===== src/rtl/eeprom_fe_pkg.sv =====
// Package: shared types for the serial memory write front end.
// Assumes: nothing beyond IEEE 1800-2017.
package eeprom_fe_pkg;
    // Byte-level phase of the receiver
    typedef enum logic [2:0] {
        ST_IDLE,
        ST_CTRL,
        ST_AHI,
        ST_ALO,
        ST_DATA
    } fe_state_t;
endpackage


===== src/rtl/bus_line_sync.sv =====
// Module: bus_line_sync
// Brings SCL/SDA into the clk domain through STAGES flops and produces
// level, edge, Start and Stop indications (single-cycle pulses).
// Assumes: the bus is much slower than clk; STAGES >= 2.
module bus_line_sync #(
    parameter int STAGES = 2
) (
    input  logic clk,
    input  logic rst_n,
    input  logic scl_in,
    input  logic sda_in,
    output logic scl_lvl,
    output logic sda_lvl,
    output logic scl_rise,
    output logic scl_fall,
    output logic start_det,
    output logic stop_det
);
    localparam int LAST = STAGES - 1;

    logic [LAST:0] scl_sh, sda_sh;
    logic          scl_q, sda_q;

    // Shift both lines through the synchroniser and keep one delayed copy
    always_ff @(posedge clk) begin
        if (!rst_n) begin
            scl_sh <= '1;
            sda_sh <= '1;
            scl_q  <= 1'b1;
            sda_q  <= 1'b1;
        end else begin
            scl_sh <= {scl_sh[LAST-1:0], scl_in};
            sda_sh <= {sda_sh[LAST-1:0], sda_in};
            scl_q  <= scl_sh[LAST];
            sda_q  <= sda_sh[LAST];
        end
    end

    // Decode edges and bus conditions from current and delayed levels
    always_comb begin
        scl_lvl   = scl_sh[LAST];
        sda_lvl   = sda_sh[LAST];
        scl_rise  = scl_lvl & ~scl_q;
        scl_fall  = ~scl_lvl & scl_q;
        start_det = scl_lvl & scl_q & sda_q & ~sda_lvl;
        stop_det  = scl_lvl & scl_q & ~sda_q & sda_lvl;
    end
endmodule


===== src/rtl/write_busy_timer.sv =====
// Module: write_busy_timer
// Holds busy high for exactly CYCLES clocks after a load pulse.
// Assumes: CYCLES >= 1; a load while busy restarts the interval.
module write_busy_timer #(
    parameter int CYCLES = 1000
) (
    input  logic clk,
    input  logic rst_n,
    input  logic load,
    output logic busy
);
    localparam int CW = $clog2(CYCLES + 1);
    localparam logic [CW-1:0] CYC = CW'(CYCLES);

    logic [CW-1:0] cnt;

    // Load on commit, otherwise count down to zero
    always_ff @(posedge clk) begin
        if (!rst_n)          cnt <= '0;
        else if (load)       cnt <= CYC;
        else if (cnt != '0)  cnt <= cnt - 1'b1;
    end

    assign busy = (cnt != '0);
endmodule


===== src/rtl/eeprom_bus_frontend.sv =====
// Module: eeprom_bus_frontend (top)
// Receives control, word address and data bytes from a two-wire bus,
// acknowledges matching transfers, strobes data bytes to a write cache
// and runs a self-timed write interval after Stop.
// Assumes: SCL half-period spans several clk cycles; reads are handled
// elsewhere; SDA is open-drain and driven only through sda_pull.
module eeprom_bus_frontend
    import eeprom_fe_pkg::*;
#(
    parameter int          SYNC_STAGES  = 2,
    parameter int          WRITE_CYCLES = 1000,
    parameter int          ADDR_W       = 13,
    parameter int          PAGE_W       = 6,
    parameter logic [3:0]  DEV_CODE     = 4'b1010
) (
    input  logic              clk,
    input  logic              rst_n,
    input  logic              scl_in,
    input  logic              sda_in,
    input  logic [2:0]        strap_sel,
    output logic              sda_pull,
    output logic              busy,
    output logic              wr_stb,
    output logic [ADDR_W-1:0] wr_addr,
    output logic [7:0]        wr_data,
    output logic              wr_start
);
    localparam int HI_W = ADDR_W - 8;

    logic scl_lvl, sda_lvl, scl_rise, scl_fall, start_det, stop_det;

    fe_state_t         state, nxt, nxt_c;
    logic [7:0]        shreg;
    logic [3:0]        bit_cnt;
    logic              ack_ph, got_data, take;
    logic [ADDR_W-1:0] ptr;

    bus_line_sync #(.STAGES(SYNC_STAGES)) sync_i (
        .clk(clk), .rst_n(rst_n), .scl_in(scl_in), .sda_in(sda_in),
        .scl_lvl(scl_lvl), .sda_lvl(sda_lvl), .scl_rise(scl_rise),
        .scl_fall(scl_fall), .start_det(start_det), .stop_det(stop_det)
    );

    write_busy_timer #(.CYCLES(WRITE_CYCLES)) timer_i (
        .clk(clk), .rst_n(rst_n), .load(wr_start), .busy(busy)
    );

    // Decide acknowledge and successor phase for a completed byte
    always_comb begin
        take  = 1'b0;
        nxt_c = ST_IDLE;
        case (state)
            ST_CTRL: begin
                take  = (shreg[7:4] == DEV_CODE) && (shreg[3:1] == strap_sel) && !busy;
                nxt_c = shreg[0] ? ST_IDLE : ST_AHI;
            end
            ST_AHI:  begin take = 1'b1; nxt_c = ST_ALO;  end
            ST_ALO:  begin take = 1'b1; nxt_c = ST_DATA; end
            ST_DATA: begin take = 1'b1; nxt_c = ST_DATA; end
            default: begin take = 1'b0; nxt_c = ST_IDLE; end
        endcase
    end

    // Byte reception, acknowledge drive, address pointer and strobes
    always_ff @(posedge clk) begin
        wr_stb   <= 1'b0;
        wr_start <= 1'b0;
        if (!rst_n) begin
            state    <= ST_IDLE;
            nxt      <= ST_IDLE;
            shreg    <= '0;
            bit_cnt  <= '0;
            ack_ph   <= 1'b0;
            sda_pull <= 1'b0;
            got_data <= 1'b0;
            ptr      <= '0;
            wr_addr  <= '0;
            wr_data  <= '0;
        end else if (start_det) begin
            state    <= ST_CTRL;
            bit_cnt  <= '0;
            ack_ph   <= 1'b0;
            sda_pull <= 1'b0;
            got_data <= 1'b0;
        end else if (stop_det) begin
            wr_start <= got_data && (state == ST_DATA);
            state    <= ST_IDLE;
            ack_ph   <= 1'b0;
            sda_pull <= 1'b0;
            got_data <= 1'b0;
        end else if (state != ST_IDLE) begin
            if (scl_rise && !ack_ph && bit_cnt != 4'd8) begin
                shreg   <= {shreg[6:0], sda_lvl};
                bit_cnt <= bit_cnt + 4'd1;
            end else if (scl_fall && ack_ph) begin
                sda_pull <= 1'b0;
                ack_ph   <= 1'b0;
                state    <= nxt;
            end else if (scl_fall && bit_cnt == 4'd8) begin
                bit_cnt <= '0;
                if (take) begin
                    sda_pull <= 1'b1;
                    ack_ph   <= 1'b1;
                    nxt      <= nxt_c;
                    case (state)
                        ST_AHI: ptr[ADDR_W-1:8] <= shreg[HI_W-1:0];
                        ST_ALO: ptr[7:0] <= shreg;
                        ST_DATA: begin
                            wr_stb               <= 1'b1;
                            wr_data              <= shreg;
                            wr_addr              <= ptr;
                            got_data             <= 1'b1;
                            ptr[PAGE_W-1:0]      <= ptr[PAGE_W-1:0] + 1'b1;
                        end
                        default: ;
                    endcase
                end else begin
                    state <= ST_IDLE;
                end
            end
        end
    end
endmodule


===== config.mk =====
export PLATFORM = sky130hd
export DESIGN_NAME = eeprom_bus_frontend
export DESIGN_NICKNAME = d
export VERILOG_FILES = /design/src/rtl/eeprom_fe_pkg.sv /design/src/rtl/bus_line_sync.sv /design/src/rtl/write_busy_timer.sv /design/src/rtl/eeprom_bus_frontend.sv
export SDC_FILE = /design/constraint.sdc
export NUM_CORES = 1
export LEC_CHECK = 0
export BUFFER_PORTS_ARGS = -buffer_cell sky130_fd_sc_hd__buf_4
export CORE_ASPECT_RATIO = 0.75
export CORE_MARGIN = 4
export CORE_UTILIZATION = 45
export DETAILED_ROUTE_END_ITERATION = 12
export GPL_TIMING_DRIVEN = 0
export HOLD_SLACK_MARGIN = 0.06
export PLACE_DENSITY = 0.75
export SLEW_MARGIN = 40
export SYNTH_ARGS = -nofsm -noshare
export SYNTH_HDL_FRONTEND = slang
export SYNTH_SLANG_ARGS = --single-unit

===== constraint.sdc =====
create_clock -name clk -period 1.7 [get_ports clk]
set_input_delay 0.17 -clock clk [delete_from_list [all_inputs] [get_ports clk]]
set_output_delay 0.17 -clock clk [all_outputs]
set_load 0.01 [all_outputs]

======== Word level (Yosys, flattened, before mapping) ========
Cells that the tools add are included.
word-level totals
  register bits after elaboration ......... 72
  input bits .............................. 7
  output and inout bits ................... 25
  logic and storage cells ................. 110
operators by class
  add/subtract/negate cells ............... 3
  equal/unequal tests ..................... 12
  mux-type cells .......................... 20
  bitwise gates (word level) .............. 19
  reductions and logical operators ........ 36
operators with widths
  cell                     count
  $reduce_and A8 Y1        4
  $mux W10                 2
  $reduce_and A4 Y1        5
  $mux W4                  3
  $not A1 Y1               12
  $pmux W6 S2              1
  $reduce_bool A10 Y1      1
  $reduce_bool A2 Y1       5
  $sub A10 B1 Y10 const B  1
  $mux W3                  3
  $pmux W3 S3              1
  $reduce_or A3 Y1         3
  $eq A4 B4 Y1 const B     2
  $mux W1                  8
  $reduce_or A8 Y1         1
  $and A1 B1 Y1            7
  $logic_and A1 B1 Y1      7
  $reduce_and A7 Y1        1
  $add A6 B1 Y6 const B    1
  $eq A3 B2 Y1 const B     2
  $reduce_and A6 Y1        1
  $reduce_bool A3 Y1       2
  $reduce_or A2 Y1         3
  $add A4 B1 Y4 const B    1
  12 further kinds         13

======== Logic depth before layout (Yosys ltp) ========
  word-level depth ........................ 11
  gate-level depth with buffers ........... 9
  gate-level depth less buffers ........... 7

======== Hierarchy ========
A second synthesis with hierarchy kept.
second synthesis, totals
  cell total of the unflattened synthesis .. 365
  area total of the unflattened synthesis .. 3,228.1 um^2
modules (own cells, without submodules)
  module               times used  cells each  area an instance (um^2)  seq. area each (um^2)
  eeprom_bus_frontend  1           285         2,493.6                  1,121.1
  write_busy_timer     1           64          544.3                    200.2
  bus_line_sync        1           16          190.2                    120.1

======== Worst setup path before layout ========
No wires, ideal clock.
  kind .................................... flip-flop to flip-flop
  from .................................... register timer_i.cnt[0]
  to ...................................... register state[0]
  setup time .............................. 0.072 ns
  arrival time ............................ 1.855 ns
  required time ........................... 1.628 ns
  slack ................................... -0.227 ns
  cell stages (with the launch flop) ...... 8
  path buffers ............................ 0
  period minus slack after synthesis ...... 1.927 ns
  cell sequence ........................... dfxtp_1 > inv_1 > ha_1 > nor4b_4 > nand3_4 > o41a_1 > a211oi_2 > mux2i_1
between the ends
  longest elaborated chain between the ends .. 6
ends and longest elaborated chain
  what                                RTL line                   text
  start, declared                     write_busy_timer.sv:15     logic [CW-1:0] cnt;
  start signal, assigned              write_busy_timer.sv:21     else if (cnt != '0) cnt <= cnt - 1'b1;
  $reduce_bool A10 Y1                 write_busy_timer.sv:24     assign busy = (cnt != '0);
  via busy                            eeprom_bus_frontend.sv:22  output logic busy,
  $logic_not A1 Y1                    eeprom_bus_frontend.sv:54  take = (shreg[7:4] == DEV_CODE) && (shreg[3:1] == strap_sel) && !busy;
  $logic_and A1 B1 Y1                 eeprom_bus_frontend.sv:54
  $pmux W1 S2                         eeprom_bus_frontend.sv:52  case (state)
  $ne A4 B3 Y1 (no source line)       n/a
  $reduce_and A4 Y1 (no source line)  n/a
  end signal, assigned                eeprom_bus_frontend.sv:98  state <= nxt;
  end, declared                       eeprom_bus_frontend.sv:32  fe_state_t state, nxt, nxt_c;
The timed path passes the listed nets, and every way through them passes these cells.
A chain may end at the register's enable or synchronous reset.

======== Worst setup path in the final report ========
  from .................................... register timer_i.cnt[1]
  to ...................................... register state[1]
between the ends
  longest elaborated chain between the ends .. 6
ends and longest elaborated chain
  what                                RTL line
  $reduce_bool A10 Y1                 write_busy_timer.sv:24
  $logic_not A1 Y1                    eeprom_bus_frontend.sv:54
  $logic_and A1 B1 Y1                 eeprom_bus_frontend.sv:54
  $pmux W1 S2                         eeprom_bus_frontend.sv:52
  $ne A2 B1 Y1 (no source line)       n/a
  $reduce_and A4 Y1 (no source line)  n/a
No other way between the ends.

==> run summary <==
CP Launch Type: flop
asr flop ratio synth: 0%
Mapped Nets: 362
outcome: finished, violations left
via count: 2796
Multi-input gate area: 0.00199 mm²
worst-skew pair later-pin latency: 0.34 ns
CP Launch Point: timer_i.cnt[1]
RSZ-0062 raised after global routing: yes
total track usage: 18.9%
mean routed wirelength per cell: 15.9 µm
post-route ant nets: 0
largest net degree at the start of global routing: 13
post-synth cell types: 57
Starting Density: 47.0%
worst slew pin tran: 0.666 ns
min Tclk post-route: 2.09 ns
Synth area leaders: dfxtp_1 44%, nand2_1 6.9%, mux2i_1 6.2%, a21boi_0 3.9%, nor2_1 3.0%
Die H: 81.5 µm
Synth area leader: dfxtp_1
CTS tree: yes
Placed Cells: 479
Reg clk slew, reported paths: 0.08 ns
Die Area: 0.00864 mm²
Post-Syn Area: 0.00324 mm²
mean post-synth cell area: 9.26 µm²
failing checks: setup timing
#FFs+latches synth: 72
cells after synthesis: 350
synthesis-to-layout area growth: 39.2%
TNS Setup: -8.31 ns
peak supply drop: 638 µV
kind of critical path: reg2reg
EDFF count, synth: 0
Max Cap Viol: 0
Die Width: 106 µm
fin crit share: 123%
vias in the first global route: 2663
Pins Over Slew Limit: 0
grt ovf: 0
clock buffer count from CTS: 9
clk root buf: clkbuf_8
setup violators final: 47
Worst EP required: 1.97 ns
Pleak: 1.65 nW
final WL: 8470 µm
WP data arrival: 2.36 ns
ANT cells: 0
PortBufs: 31
Pwr Density: 1040 mW/mm²
Initial DRC Count: 124
setup ws final: -0.394 ns
RePlAce Congestion: 0.883
H-tree levels: 3
post-synth top area share: 44.5%
Ys Warns: 0
Reg2Reg Depth: 8
total power: 4.68 mW
Synth Flop Type: dfxtp_1
Clock Tree Buf Depth: 2
Layout Skew: 0.00513 ns
HPWL after DPL: 5200 µm
R2R Path End: state[1]
RR Startpoint: timer_i.cnt[1]
R2R setup slack: -0.39 ns
DR vias/cell: 5.26
Max-slew headroom: 55.2%
clock sinks: 72
Pre-antenna DRT Iters: 4
fill count: 549
crit-path max FO: 3
Final Non-Filler Cells: 532
Post-route DRC: 0
share of layout cells above drive strength 1: 42.2%
num rows: 26
Hold Path Class: in2reg
Max Fclk: 477 MHz
crit path to: state[1]
CP endpoint kind: flop
hold_sp: rst_n
final hold vios: 0
initial antenna violation count: 0
first-pass GRT wire length: 12900 µm
Sequential Area: 0.00146 mm²
num ports: 32
sequential area share after synthesis: 44.5%
core area: 0.00690 mm²
nets@finish: 442
Yosys cell counts, drive strengths merged (2+ instances only):
cell,instances
ha,5
a2111oi,3
o21a,4
xnor2,8
a32o,2
a211oi,3
a22oi,4
o31a,2
a31oi,2
nor4b,3
nand2,60
o31ai,2
nor3,8
a21boi,19
nor2b,14
a21oi,4
nand4,4
nor2,26
buf,7
or3,2
xor2,5
and3,2
mux2i,20
dfxtp,72
inv,8
nand3b,5
clkbuf,10
nand2b,11
nand3,10
o21ai,8
cell families (layout without fill, tap and decap cells):
group           after synthesis  after routing  share of synthesized area (%)
compound gates               58             58                           14.0
xor+xnor                     13             13                           3.51
fa+ha+maj                     5              5                           1.93
buf+inv                      26            110                           3.70
flops                        72             72                           44.5
mux                          21             21                           6.52
simple gates                155            155                           25.9
cell type report:
| class | count | share of cell area (%) |
|---|---|---|
| Multi-Input combinational cell | 252 | 44.2 |
| Inverter | 9 | 0.749 |
| Sequential cell | 72 | 32.2 |
| Clock inverter | 5 | 1.80 |
| Clock buffer | 10 | 3.05 |
| Buffer | 15 | 2.58 |
| Timing Repair Buffer | 71 | 12.7 |
| Tap cell | 98 | 2.72 |
what timing repair did:
item | CTS | global route
setup buffers | 26 | 13
endpoints found under the setup margin | 55 | 57
hold endpoints to repair | 2 | 0
hold buffers | 2 | 0
cloned | 3 | 0
pin swaps | 14 | 43
gates resized for setup | 35 | 61
worst max-delay path, stage by stage (launching register included):
cell     delay, ns
dfxtp_2       0.34
inv_2         0.08
ha_4          0.13
nor4b_4       0.30
nand3_4       0.14
o41a_1        0.50
buf_4         0.18
a21oi_2       0.21
a32o_1        0.16
sequential cells by signal, indices dropped and copies added (netlist names), 2 cells and up:
signal,flops
wr_data,8
timer_i.cnt,10
sync_i.sda_sh,2
ptr,13
nxt,3
sync_i.scl_sh,2
bit_cnt,4
state,3
wr_addr,13
shreg,8
cell usage in the layout, fill, tap and decap left out, types with 6 or more instances in the layout:
| cell | netlist | routed |
|---|---|---|
| nand2b_1 | 10 | 9 |
| mux2i_1 | 20 | 20 |
| clkbuf_8 | 1 | 12 |
| clkbuf_1 | 8 | 6 |
| buf_4 | 0 | 63 |
| nand3_1 | 9 | 7 |
| a21boi_1 | 2 | 7 |
| dfxtp_1 | 72 | 65 |
| nand2_1 | 60 | 39 |
| nand2_2 | 0 | 18 |
| nor2b_1 | 14 | 14 |
| a21boi_2 | 0 | 12 |
| nor2_1 | 26 | 20 |
| xnor2_1 | 8 | 7 |
| buf_6 | 0 | 9 |
metrics by stage:
step / utilization [%] / hold WS (ns) / setup WS (ns) / cell area [µm²]
6_report: 65.4 / 0.240 / -0.394 / 4510
5_1_grt: 65.4 / 0.244 / -0.428 / 4510
4_1_cts: 61.7 / 0.215 / -0.211 / 4250
3_5_place_dp: 53.2 / 0.356 / -0.491 / 3670
3_3_place_gp: 53.2 / 0.357 / -0.423 / 3670
2_1_floorplan: - / 0.271 / -0.151 / 3310
power breakdown:
part	internal, mW	switching (mW)	total, mW
Combinational	0.662	0.591	1.25
Clock	0.858	0.626	1.48
Sequential	1.80	0.148	1.95
routing by layer:
metal  up-vias  global-route usage (%)  part of all wire, %
li1       1362                       -                    -
met5         -                       0                    0
met1      1336                    25.0                   46
met2        82                    30.0                   47
met3        16                    4.79                  5.5
met4         0                    7.12                  2.1
worst min path at each step:
stage	to	slack, ns	depth (start not counted)
final	timer_i.cnt[2]	0.24	3
after global routing	timer_i.cnt[2]	0.24	3
after CTS	timer_i.cnt[2]	0.22	3
after detailed placement	sync_i.scl_sh[0]	0.36	2
after global placement	sync_i.sda_sh[0]	0.36	2
after floorplan	sync_i.scl_sh[0]	0.27	1
(Power assumes the default switching activity.)
